`src/rtl/exc_sel_pkg.sv`:
```
package exc_sel_pkg;
  localparam int FlagW  = 16;
  localparam int CauseW = $clog2(FlagW);
  localparam int PrioN  = 14;

  typedef enum logic [2:0] {
    CLS_ALL    = 3'd0,
    CLS_FRONT  = 3'd1,
    CLS_LOAD   = 3'd2,
    CLS_STORE  = 3'd3,
    CLS_ATOMIC = 3'd4,
    CLS_SYSREG = 3'd5,
    CLS_FENCE  = 3'd6
  } unit_cls_e;

  typedef struct packed {
    logic [FlagW-1:0] passMask;
    logic             anyPass;
  } sel_strobe_t;

  // rank 0 is the highest priority
  function automatic logic [CauseW-1:0] prioAt(input int idx);
    case (idx)
      0:  prioAt = 4'd3;
      1:  prioAt = 4'd12;
      2:  prioAt = 4'd1;
      3:  prioAt = 4'd2;
      4:  prioAt = 4'd0;
      5:  prioAt = 4'd11;
      6:  prioAt = 4'd9;
      7:  prioAt = 4'd8;
      8:  prioAt = 4'd6;
      9:  prioAt = 4'd4;
      10: prioAt = 4'd15;
      11: prioAt = 4'd13;
      12: prioAt = 4'd7;
      default: prioAt = 4'd5;
    endcase
  endfunction

  function automatic logic [FlagW-1:0] bitOf(input logic [CauseW-1:0] c);
    bitOf = '0;
    bitOf[c] = 1'b1;
  endfunction

  // set of causes ranked strictly above cause c
  function automatic logic [FlagW-1:0] aboveSet(input logic [CauseW-1:0] c);
    logic hit;
    aboveSet = '0;
    hit = 1'b0;
    for (int i = 0; i < PrioN; i++) begin
      if (prioAt(i) == c) hit = 1'b1;
      if (!hit) aboveSet = aboveSet | bitOf(prioAt(i));
    end
  endfunction
endpackage

```
`src/rtl/exc_cause_ctrl.sv`:
```
module exc_cause_ctrl
  import exc_sel_pkg::*;
(
  input  logic        clk,
  input  logic        rstN,
  input  logic [2:0]  unitCls,
  output sel_strobe_t strobe
);
  logic [FlagW-1:0] loadSet, storeSet, frontSet, sysSet, fenceSet, allSet;

  always_comb begin
    frontSet = bitOf(4'd0) | bitOf(4'd1) | bitOf(4'd2) | bitOf(4'd12);
    loadSet  = bitOf(4'd4) | bitOf(4'd5) | bitOf(4'd13);
    storeSet = bitOf(4'd6) | bitOf(4'd7) | bitOf(4'd15);
    sysSet   = bitOf(4'd2) | bitOf(4'd3) | bitOf(4'd8) | bitOf(4'd9) | bitOf(4'd11);
    fenceSet = bitOf(4'd2);
    allSet   = '0;
    for (int i = 0; i < PrioN; i++) allSet = allSet | bitOf(prioAt(i));
  end

  always_comb begin
    case (unitCls)
      CLS_FRONT:  strobe.passMask = frontSet;
      CLS_LOAD:   strobe.passMask = loadSet;
      CLS_STORE:  strobe.passMask = storeSet;
      CLS_ATOMIC: strobe.passMask = loadSet | storeSet;
      CLS_SYSREG: strobe.passMask = sysSet;
      CLS_FENCE:  strobe.passMask = fenceSet;
      default:    strobe.passMask = allSet;
    endcase
    strobe.anyPass = |strobe.passMask;
  end


  reserved_never_pass_chk: assert property (@(posedge clk) disable iff (!rstN)
    (strobe.passMask[10] == 1'b0) && (strobe.passMask[14] == 1'b0));

  fence_single_cause_chk: assert property (@(posedge clk) disable iff (!rstN)
    (unitCls == CLS_FENCE) |-> ($countones(strobe.passMask) == 1));

  unused_enc_is_all_chk: assert property (@(posedge clk) disable iff (!rstN)
    (unitCls == 3'd7) |-> ($countones(strobe.passMask) == PrioN));
endmodule

```
`src/rtl/exc_cause_dpath.sv`:
```
module exc_cause_dpath
  import exc_sel_pkg::*;
#(
  parameter bit OutReg = 1'b1
)(
  input  logic              clk,
  input  logic              rstN,
  input  logic [FlagW-1:0]  flagsIn,
  input  sel_strobe_t       strobe,
  output logic              causeValid,
  output logic [CauseW-1:0] causeNum,
  output logic [FlagW-1:0]  maskedFlags
);
  logic [FlagW-1:0]  maskedNxt;
  logic              validNxt;
  logic [CauseW-1:0] causeNxt;

  assign maskedNxt = strobe.anyPass ? (flagsIn & strobe.passMask) : '0;

  // scan from lowest rank upward so the highest rank wins
  always_comb begin
    validNxt = 1'b0;
    causeNxt = '0;
    for (int i = PrioN - 1; i >= 0; i--) begin
      if (maskedNxt[prioAt(i)]) begin
        validNxt = 1'b1;
        causeNxt = prioAt(i);
      end
    end
  end

  generate
    if (OutReg) begin : g_reg
      always_ff @(posedge clk or negedge rstN) begin
        if (!rstN) begin
          causeValid  <= 1'b0;
          causeNum    <= '0;
          maskedFlags <= '0;
        end else begin
          causeValid  <= validNxt;
          causeNum    <= causeNxt;
          maskedFlags <= maskedNxt;
        end
      end
    end else begin : g_comb
      assign causeValid  = validNxt;
      assign causeNum    = causeNxt;
      assign maskedFlags = maskedNxt;
    end
  endgenerate


  valid_iff_masked_chk: assert property (@(posedge clk) disable iff (!rstN)
    causeValid == (maskedFlags != '0));

  idle_cause_zero_chk: assert property (@(posedge clk) disable iff (!rstN)
    !causeValid |-> (causeNum == '0));

  cause_is_set_chk: assert property (@(posedge clk) disable iff (!rstN)
    causeValid |-> maskedFlags[causeNum]);

  no_higher_pending_chk: assert property (@(posedge clk) disable iff (!rstN)
    causeValid |-> ((maskedFlags & aboveSet(causeNum)) == '0));

  reserved_never_report_chk: assert property (@(posedge clk) disable iff (!rstN)
    causeValid |-> (causeNum != 4'd10 && causeNum != 4'd14));
endmodule

```
`src/rtl/exc_cause_sel.sv`:
```
module exc_cause_sel
  import exc_sel_pkg::*;
#(
  parameter bit OutReg = 1'b1
)(
  input  logic        clk,
  input  logic        rstN,
  input  logic [15:0] flagsIn,
  input  logic [2:0]  unitCls,
  output logic        causeValid,
  output logic [3:0]  causeNum,
  output logic [15:0] maskedFlags
);
  sel_strobe_t strobe;

  exc_cause_ctrl u_ctrl (
    .clk     (clk),
    .rstN    (rstN),
    .unitCls (unitCls),
    .strobe  (strobe)
  );

  exc_cause_dpath #(.OutReg(OutReg)) u_dpath (
    .clk         (clk),
    .rstN        (rstN),
    .flagsIn     (flagsIn),
    .strobe      (strobe),
    .causeValid  (causeValid),
    .causeNum    (causeNum),
    .maskedFlags (maskedFlags)
  );
endmodule

```
`config.mk`:
```
export PLATFORM = sky130hd
export DESIGN_NAME = exc_cause_sel
export DESIGN_NICKNAME = d
export VERILOG_FILES = /design/src/rtl/exc_sel_pkg.sv /design/src/rtl/exc_cause_ctrl.sv /design/src/rtl/exc_cause_dpath.sv /design/src/rtl/exc_cause_sel.sv
export SDC_FILE = /design/constraint.sdc
export NUM_CORES = 1
export LEC_CHECK = 0
export BUFFER_PORTS_ARGS = -buffer_cell sky130_fd_sc_hd__clkbuf_2
export CAP_MARGIN = 30
export CORE_MARGIN = 5
export CORE_UTILIZATION = 42
export DETAILED_ROUTE_END_ITERATION = 16
export PLACE_DENSITY = 0.8
export SKIP_LAST_GASP = 1
export SLEW_MARGIN = 20
export SYNTH_ARGS = -nofsm -noshare
export SYNTH_HDL_FRONTEND = slang
export SYNTH_SLANG_ARGS = --single-unit
```
`constraint.sdc`:
```
create_clock -name clk -period 1 [get_ports clk]
set_clock_uncertainty 0.15 [all_clocks]
set_input_delay 0.2 -clock clk [delete_from_list [all_inputs] [get_ports clk]]
set_output_delay 0.2 -clock clk [all_outputs]
set_load 0.005 [all_outputs]
```
Word level (Yosys, flattened, before mapping) --
Cells that the tools add are included.
Word-level totals: register bits 21, bits of input ports 21, word-level logic and storage cells 41
Operators by class: reductions and logical operators 1, bitwise gates (word level) 1, equality and inequality tests 6, multiplexer cells 30
Operators with widths (count):
- 16-bit one-hot mux with 6 select lines | 1
- 4-bit 2-to-1 mux | 13
- 16-bit bitwise AND | 1
- 16-bit 2-to-1 mux | 1
- 16-bit OR reduction | 1
- 1-bit 2-to-1 mux | 14
- 3-bit == test, second input constant | 3
- 3-bit by 2-bit == test with 1-bit output, second input constant | 2
- 3-bit by 1-bit == test with 1-bit output, second input constant | 1
- 3-bit 2-to-1 mux | 1

Depth between registers and ports, before layout --
Gate-level depths: netlist (run 1).
word-level depth 18, mapped depth 6, depth with buffers taken out 5

Modules after synthesis --
From an unflattened synthesis (run 1), not the netlist that was laid out.
Unflattened totals: cell total of the unflattened synthesis 99, area, all modules 1038.5 um^2
By module, submodules not included:
- exc_cause_dpath | area an instance 882.1 um^2, instances 1, cells each 77
- exc_cause_ctrl | area an instance 156.4 um^2, instances 1, cells each 22

Worst setup path before layout (run 1) --
Ideal clock, no wire load.
path kind input-to-reg, start point input port unitCls[2], end point register u_dpath.causeValid, data arrival time 0.959 ns, buffers on the path 1, stages 5, library setup time 0.128 ns, data required time 0.722 ns, setup slack -0.236 ns, cells stage by stage buf_6 or2b_4 o311ai_1 o21ai_0 nand3b_1
Between the ends: longest elaborated chain between the ends 18
Ends and longest elaborated chain:
- start: declaration | line exc_cause_sel.sv:9 | input logic [2:0] unitCls,
- 3-bit == test, or another cell as far along | line exc_cause_ctrl.sv:22 | case (unitCls)
- 16-bit one-hot mux with 6 select lines * | line exc_cause_ctrl.sv:22
- 16-bit OR reduction / 16-bit bitwise AND (equally long branches) | line exc_cause_ctrl.sv:31, exc_cause_dpath.sv:18
- 16-bit 2-to-1 mux * | line exc_cause_dpath.sv:18 | assign maskedNxt = strobe.anyPass ? (flagsIn & strobe.passMask) : '0;
- 1-bit 2-to-1 mux (13 in series) | line exc_cause_dpath.sv:25 | if (maskedNxt[prioAt(i)]) begin
- 1-bit 2-to-1 mux * | line exc_cause_dpath.sv:25
- net u_dpath.validNxt | line exc_cause_dpath.sv:15 | logic validNxt;
- end signal: assignment | line exc_cause_dpath.sv:40 | causeValid <= validNxt;
- end: declaration | line exc_cause_dpath.sv:10 | output logic causeValid,
The timed path passes the listed nets; every way through them passes the cells marked *.

Worst setup path in the final report (run 1) --
start point input port unitCls[0], end point register u_dpath.causeNum[0]
RTL lines:
- 3-bit == test, or another cell as far along | line exc_cause_ctrl.sv:22
- 16-bit one-hot mux with 6 select lines * | line exc_cause_ctrl.sv:22
- 16-bit OR reduction / 16-bit bitwise AND (equally long branches) | line exc_cause_ctrl.sv:31, exc_cause_dpath.sv:18
- 16-bit 2-to-1 mux * | line exc_cause_dpath.sv:18
- net u_dpath.maskedNxt[3] | line exc_cause_dpath.sv:14 | logic [FlagW-1:0] maskedNxt;
- 4-bit 2-to-1 mux * | line exc_cause_dpath.sv:25
- net u_dpath.causeNxt[0] | line exc_cause_dpath.sv:16 | logic [CauseW-1:0] causeNxt;
- end signal: assignment | line exc_cause_dpath.sv:41 | causeNum <= causeNxt;
- end: declaration | line exc_cause_dpath.sv:11 | output logic [CauseW-1:0] causeNum,
Marked as above.

==> run_results.csv, run 1 <==
group,metric,value,unit
run_status,status,"finished, violations left",
run_status,failed_checks,"negative setup slack",
synth,post-synth-top-count-cell,"dfrtp_1",
synth,synth.lib_cells_used.distinct,41,
floorplanning,dieArea,0.00365,sq mm
final_layout,finish.instance_area,0.00171,sq mm
synth,avgSynthCellArea,9.44,sq um
synth,ys_top_cells_by_area,"dfrtp_1, a21oi_1, and2_1",
clock_tree,ctsHtreeMaxLevel,1,
setup_path,worst-endpoint-required,1060,ps
place,placement.cell_area,0.00150,sq mm
final_layout,seqCellArea,475,sq um
sta,setup_viol_count_final,24,
global_routing,pin_count_of_the_biggest_net_entering_global_routing,20,
floorplanning,fp.dieH,60.4,um
setup_path,critical_path.startpoint,"unitCls[0]",
synth,synth_simple_gate_area_share,19.9,%
setup_path,crit_path_launch_type,"input pin",
setup_path,worstSetupPathType,"in -> reg",
clock_tree,max-clock-path-buffers,2,
routing,dr.first_iter.drc_count,32,
routing,met1_length,1250,um
synth,postSynthCellCount,113,
sta,grt_setup_unrepaired,"yes",
clock_tree,worst_setup_hold_path_clk_slew,100,ps
sta,layout_setup_ws,-127,ps
flow_run,maxCapViolCount,0,
sta,finalCritPeriodShare,113,%
setup_path,crit_path_max_fanout,6,
sta,final_hold_viol_count,0,
clock_tree,clock_buffer_count_from_cts,3,
sta,finalMaxSlewViolations,0,
pwr,power.ir.vdd_worst,0.000674,V
setup_path,timing.critical_path.cells,"clkbuf_16, nor2_1, buf_4, a21boi_4, nor2_4, o22ai_1, a31oi_1",
setup_path,crit_path_top_delay_cell,"nor2_1",
clock_tree,cts-root-buf,"clkbuf_4",
synth,list_of_most_frequent_post_synthesis_cells,"dfrtp_1, a21oi_1, and2_1, o21ai_0, nor2_1",
synth,yosys.area.top_type,"dfrtp_1",
routing,num_vias,1169,
sta,clock.fmax,0.887,GHz
final_layout,n_fill_cell,174,
place,port_buffers,37,
floorplanning,die_width,60.4,um
synth,synthMuxAreaShare,0,%
setup_path,crit_arrival,1190,ps
routing,drt_pass1_iterations,4,
final_layout,post_layout_nonfiller_instances,212,
floorplanning,design.core.area,0.00245,sq mm
synth,compound_cell_area_share_of_the_yosys_netlist,28.0,%
synth,synth_top_area_share,44.5,%
routing,route.antenna.remaining_nets,0,
routing,wl_met2,1840,um
setup_path,worst_path_dominant_cell_family,"simple AND/OR/NAND/NOR gates",
routing,drc_errors,0,
final_layout,layout-area-overhead-vs-synth,60.4,%
global_routing,grt_pass1_vias,1170,
final_layout,insertedDiodeCount,0,
place,place.gp.congestion,0.935,
synth,ys.flop_type,"dfrtp_1",
place,dp_cells,202,
global_routing,grt_first_pass_wirelength,5020,um
global_routing,antenna_found_initial,0,
synth,synth_async_sr_flop_share,100,%
setup_path,crit_path_max_incr_delay,200,ps
setup_path,worst-path-buf-inv,2,
synth,synth.yosys.seq_area_share,44.5,%
routing,detail_route.wl_per_cell,16.1,um
setup_path,timing.critical_path.to,"u_dpath.causeNum[0]",
synth,yosys_register_bits,19,
final_layout,share_of_layout_cells_above_drive_strength_1,53.8,%
floorplanning,floorplan.initialDensity,43.5,%
synth,number_of_flops_mapped_to_enable_cells_by_yosys,0,
worst_hold_path,worst_hold_path_type,"in -> reg",
routing,detailroute.wirelength.met3,219,um
synth,synth.cell_area,0.00107,sq mm
synth,synth.yosys.warnings,0,
synth,combinational_family_with_the_most_area_after_synthesis,"compound AO/OA/AOI/OAI gates",
synth,synth-adder-area-share,0,%
global_routing,groute.usage.overall,18.0,%
sta,fin_crit,1130,ps
final_layout,multi_input_area,652,sq um
synth,yosys.area_share.xor_xnor,0.821,%
clock_tree,tritoncts,"built",
clock_tree,number_of_clock_sinks,19,
global_routing,global_route.overflow_total,0,
pwr,power.static_leakage,0.859,nW
final_layout,final_net_count,204,
floorplanning,floorplan.rows,18,
routing,maxUsedRoutingLayer,"met4",
setup_path,critPathCaptureType,"flop",
pwr,pwr_density_cell,1060,mW/mm^2
routing,detail_route.wirelength,3400,um
floorplanning,floorplan.io_pins,42,
routing,vias_per_cell,5.51,
setup_path,critical_path_depth,7,
place,place_hpwl,2350,um
-- state kept, by name, summed over array words and instances, names as in the netlist --
name,cells
u_dpath.causeNum,4
u_dpath.maskedFlags,14
u_dpath.causeValid,1
-- cell families after synthesis --
kind of cell | count (synthesis)
AO/OA/AOI/OAI | 45
buffers and inverters | 11
XOR/XNOR | 1
flip-flops | 19
other | 1
AND/OR/NAND/NOR | 36
-- where the power goes --
| part | total, W | leakage (nW) | internal, W | switching [W] |
|---|---|---|---|---|
| registers | 0.000842 | 0.240 | 0.000827 | 0.0000147 |
| logic | 0.000605 | 0.604 | 0.000307 | 0.000298 |
| clock network | 0.000375 | 0.0150 | 0.000155 | 0.000220 |
| total | 0.00182 | 0.859 | 0.00129 | 0.000534 |
-- cell type report --
class                      count  share of cell area [%]
multi-input combinational     84                    38.1
timing repair buffer          69                    29.1
sequential                    19                    27.8
tap                           30                    2.19
clock buffer                   4                    1.54
inverter                       6                    1.32
-- worst min path at each step --
stage / startpoint / to / slack [ps] / cells after the start
3_3_place_gp: rstN / u_dpath.maskedFlags[5] / 0.6 / 1
2_1_floorplan: rstN / u_dpath.causeNum[0] / -250 / 0
6_report: flagsIn[13] / u_dpath.maskedFlags[13] / 20 / 2
4_1_cts: flagsIn[9] / u_dpath.maskedFlags[9] / 10 / 2
5_1_grt: flagsIn[13] / u_dpath.maskedFlags[13] / 10 / 2
3_5_place_dp: rstN / u_dpath.maskedFlags[13] / 20 / 1
-- metal layers --
layer | GRT usage (%) | vias up
li1 | - | 537
met1 | 20.1 | 566
met2 | 34.3 | 53
met3 | 1.91 | 13
met4 | 7.74 | 0
met5 | 0 | -
-- what timing repair did --
action	in CTS	in global routing
buffers inserted	2	2
pin swaps	4	9
hold endpoints to repair	19	0
hold buffers	1	0
cloned	1	1
setup endpoints to repair	30	27
gates resized for setup	20	5
-- layout by cell type, fill, tap and decap left out, drive strengths merged, types with 2 or more instances in the layout --
| cell | n |
|---|---|
| a31oi | 2 |
| a211oi | 3 |
| dfrtp | 19 |
| o21bai | 2 |
| conb | 2 |
| inv | 6 |
| buf | 30 |
| and3 | 3 |
| nor2b | 3 |
| o21ai | 15 |
| clkbuf | 42 |
| nand2 | 4 |
| o211ai | 2 |
| nor2 | 8 |
| a21oi | 11 |
| and2 | 8 |
| nand2b | 4 |
| o22ai | 3 |
-- per-stage QoR --
stage	hold slack, ps	utilization (%)	setup TNS, ps	power, W	setup slack [ps]
6_report	21.8	69.7	-2620	0.00182	-127
4_1_cts	13.7	68.1	-2520	0.00179	-142
5_1_grt	11.4	69.7	-3350	0.00190	-168
2_1_floorplan	-246	-	-716	0.00111	-177
3_5_place_dp	21.4	61.0	-6520	0.00136	-498
3_3_place_gp	0.619	61.0	-5830	0.00134	-439
Power figures use the tool's default switching activity.
==> run 2: changes to the inputs <==
clock period = 1.22 ns   (was 1 ns; I/O delays follow)
==> run 2 against run 1 <==
  * The flow now finishes without violations
  * Largest cell class unchanged
  * Critical path type is now reg -> out
  * Largest power group unchanged
  * Hold slack better by 68 ps
  * Critical path depth is 6 lower
  * Critical endpoint is now maskedFlags[2]
  * Cell area is 8.5% lower
  * Cell count is 1.4% lower
  * Utilization is 5.9 points lower
==> run_results.csv, run 2 (synthesized netlist as in run 1, its figures left out) <==
group,metric,value,unit
floorplanning,floorplan.io_pins,42,
global_routing,grt_pass1_vias,1135,
sta,setup_viol_count_final,0,
global_routing,antenna_found_initial,0,
final_layout,layout-area-overhead-vs-synth,46.8,%
place,port_buffers,37,
floorplanning,dieArea,0.00365,sq mm
floorplanning,fp.dieH,60.4,um
setup_path,crit_path_launch_type,"flop",
sta,finalCritPeriodShare,98.6,%
final_layout,n_fill_cell,194,
final_layout,multi_input_area,582,sq um
pwr,power.ir.vdd_worst,0.000538,V
pwr,pwr_density_cell,917,mW/mm^2
setup_path,timing.critical_path.cells,"clkbuf_2",
floorplanning,floorplan.rows,18,
place,place_hpwl,2460,um
routing,dr.first_iter.drc_count,47,
routing,drc_errors,0,
final_layout,insertedDiodeCount,0,
clock_tree,tritoncts,"built",
final_layout,most_used_cells_in_the_layout_excluding_fill_and_tap_cells,"clkbuf_2, buf_4, dfrtp_1",
sta,clock.fmax,0.831,GHz
routing,vias_per_cell,5.18,
run_status,status,"complete, no violations",
clock_tree,cts-root-buf,"clkbuf_4",
setup_path,crit_path_max_incr_delay,400,ps
setup_path,worst-path-buf-inv,1,
place,place.gp.congestion,0.981,
sta,layout_setup_ws,16.8,ps
final_layout,max_flop_register,"u_dpath.maskedFlags",
global_routing,global_route.overflow_total,0,
floorplanning,die_width,60.4,um
place,placement.setup.worst_slack,-396,ps
routing,detail_route.wl_per_cell,14.5,um
routing,route.antenna.remaining_nets,0,
final_layout,share_of_layout_cells_above_drive_strength_1,48.0,%
final_layout,finish.instance_area,0.00157,sq mm
clock_tree,worst_setup_hold_path_clk_slew,100,ps
sta,fin_crit,1200,ps
floorplanning,floorplan.initialDensity,43.5,%
clock_tree,number_of_clock_sinks,19,
final_layout,final_net_count,201,
global_routing,pin_count_of_the_biggest_net_entering_global_routing,20,
final_layout,largest_register_ffs,14,
setup_path,crit_path_max_fanout,1,
global_routing,groute.usage.overall,18.1,%
routing,num_vias,1082,
setup_path,crit_path_top_delay_cell,"dfrtp_1",
setup_path,critPathCaptureType,"primary output",
setup_path,worst-endpoint-required,830,ps
final_layout,seqCellArea,475,sq um
clock_tree,max-clock-path-buffers,2,
global_routing,grt_first_pass_wirelength,4910,um
place,placement.cell_area,0.00149,sq mm
sta,final_hold_viol_count,0,
setup_path,worstSetupPathType,"reg -> out",
routing,detail_route.wirelength,3030,um
final_layout,final_common_cell,"clkbuf_2",
worst_hold_path,worst_hold_path_type,"in -> reg",
clock_tree,clock_buffer_count_from_cts,3,
pwr,power.static_leakage,0.801,nW
flow_run,maxCapViolCount,0,
final_layout,layout_top_registers,"u_dpath.maskedFlags x14, u_dpath.causeNum x4, u_dpath.causeValid x1",
clock_tree,ctsHtreeMaxLevel,1,
setup_path,crit_arrival,810,ps
routing,drt_pass1_iterations,4,
setup_path,worst_path_dominant_cell_family,"flip-flops",
sta,grt_setup_unrepaired,"yes",
floorplanning,design.core.area,0.00245,sq mm
sta,finalMaxSlewViolations,0,
## run 2: cell types whose count changed in the layout (fill, tap and decap cells not counted), sizes merged
cell and delta:
clkbuf -4, buf +1
## run 2: area by class of cell
| type | count | area share [%] |
|---|---|---|
| multi-input cells | 84 | 37.1 |
| flip-flops and latches | 19 | 30.4 |
| repair buffers | 66 | 26.8 |
| well taps | 30 | 2.40 |
| clock buffers | 4 | 1.68 |
| inverters | 6 | 1.60 |
## run 2: metrics by stage
stage | setup TNS (ps) | instances | hold WS, ps | total power, W | util (%)
2_1_floorplan | -17.3 | 114 | -202 | 0.000901 | -
3_3_place_gp | -2670 | 203 | 45.2 | 0.00110 | 60.6
3_5_place_dp | -3590 | 203 | 63.0 | 0.00112 | 60.6
4_1_cts | -51.6 | 208 | 81.9 | 0.00142 | 62.3
5_1_grt | -34.0 | 209 | 73.4 | 0.00152 | 63.8
6_report | 0 | 209 | 89.8 | 0.00144 | 63.8
## run 2: worst paths after layout
path / from / end / slack (ps) / cells after the start
max in group asynchronous: rstN / u_dpath.maskedFlags[0] / 320 / 2
min: flagsIn[7] / u_dpath.maskedFlags[7] / 90 / 2
min in group asynchronous: rstN / u_dpath.maskedFlags[13] / 280 / 2
max: u_dpath.maskedFlags[2] / maskedFlags[2] / 20 / 1
## run 2: metal layers
layer | vias to the layer above | routed length (um) | GRT usage (%)
li1 | 528 | - | -
met1 | 488 | 1080 | 20.2
met2 | 56 | 1630 | 32.4
met3 | 10 | 217 | 2.55
met4 | 0 | 97 | 11.5
met5 | - | 0 | 0
## run 2: timing repair
| item | CTS | global route |
|---|---|---|
| setup buffers | 0 | 1 |
| gates cloned | 0 | 0 |
| hold endpoints to repair | 19 | 0 |
| endpoints found under the setup margin | 4 | 8 |
| pin swaps | 0 | 3 |
| hold buffers | 1 | 0 |
| gates resized for setup | 3 | 12 |
## run 2: power breakdown
part           switching [W]  leakage [nW]  internal [W]  total (W)
logic               0.000220         0.546      0.000216   0.000436
clock network       0.000182        0.0150      0.000127   0.000310
registers          0.0000128         0.240      0.000678   0.000691
total               0.000415         0.801       0.00102    0.00144
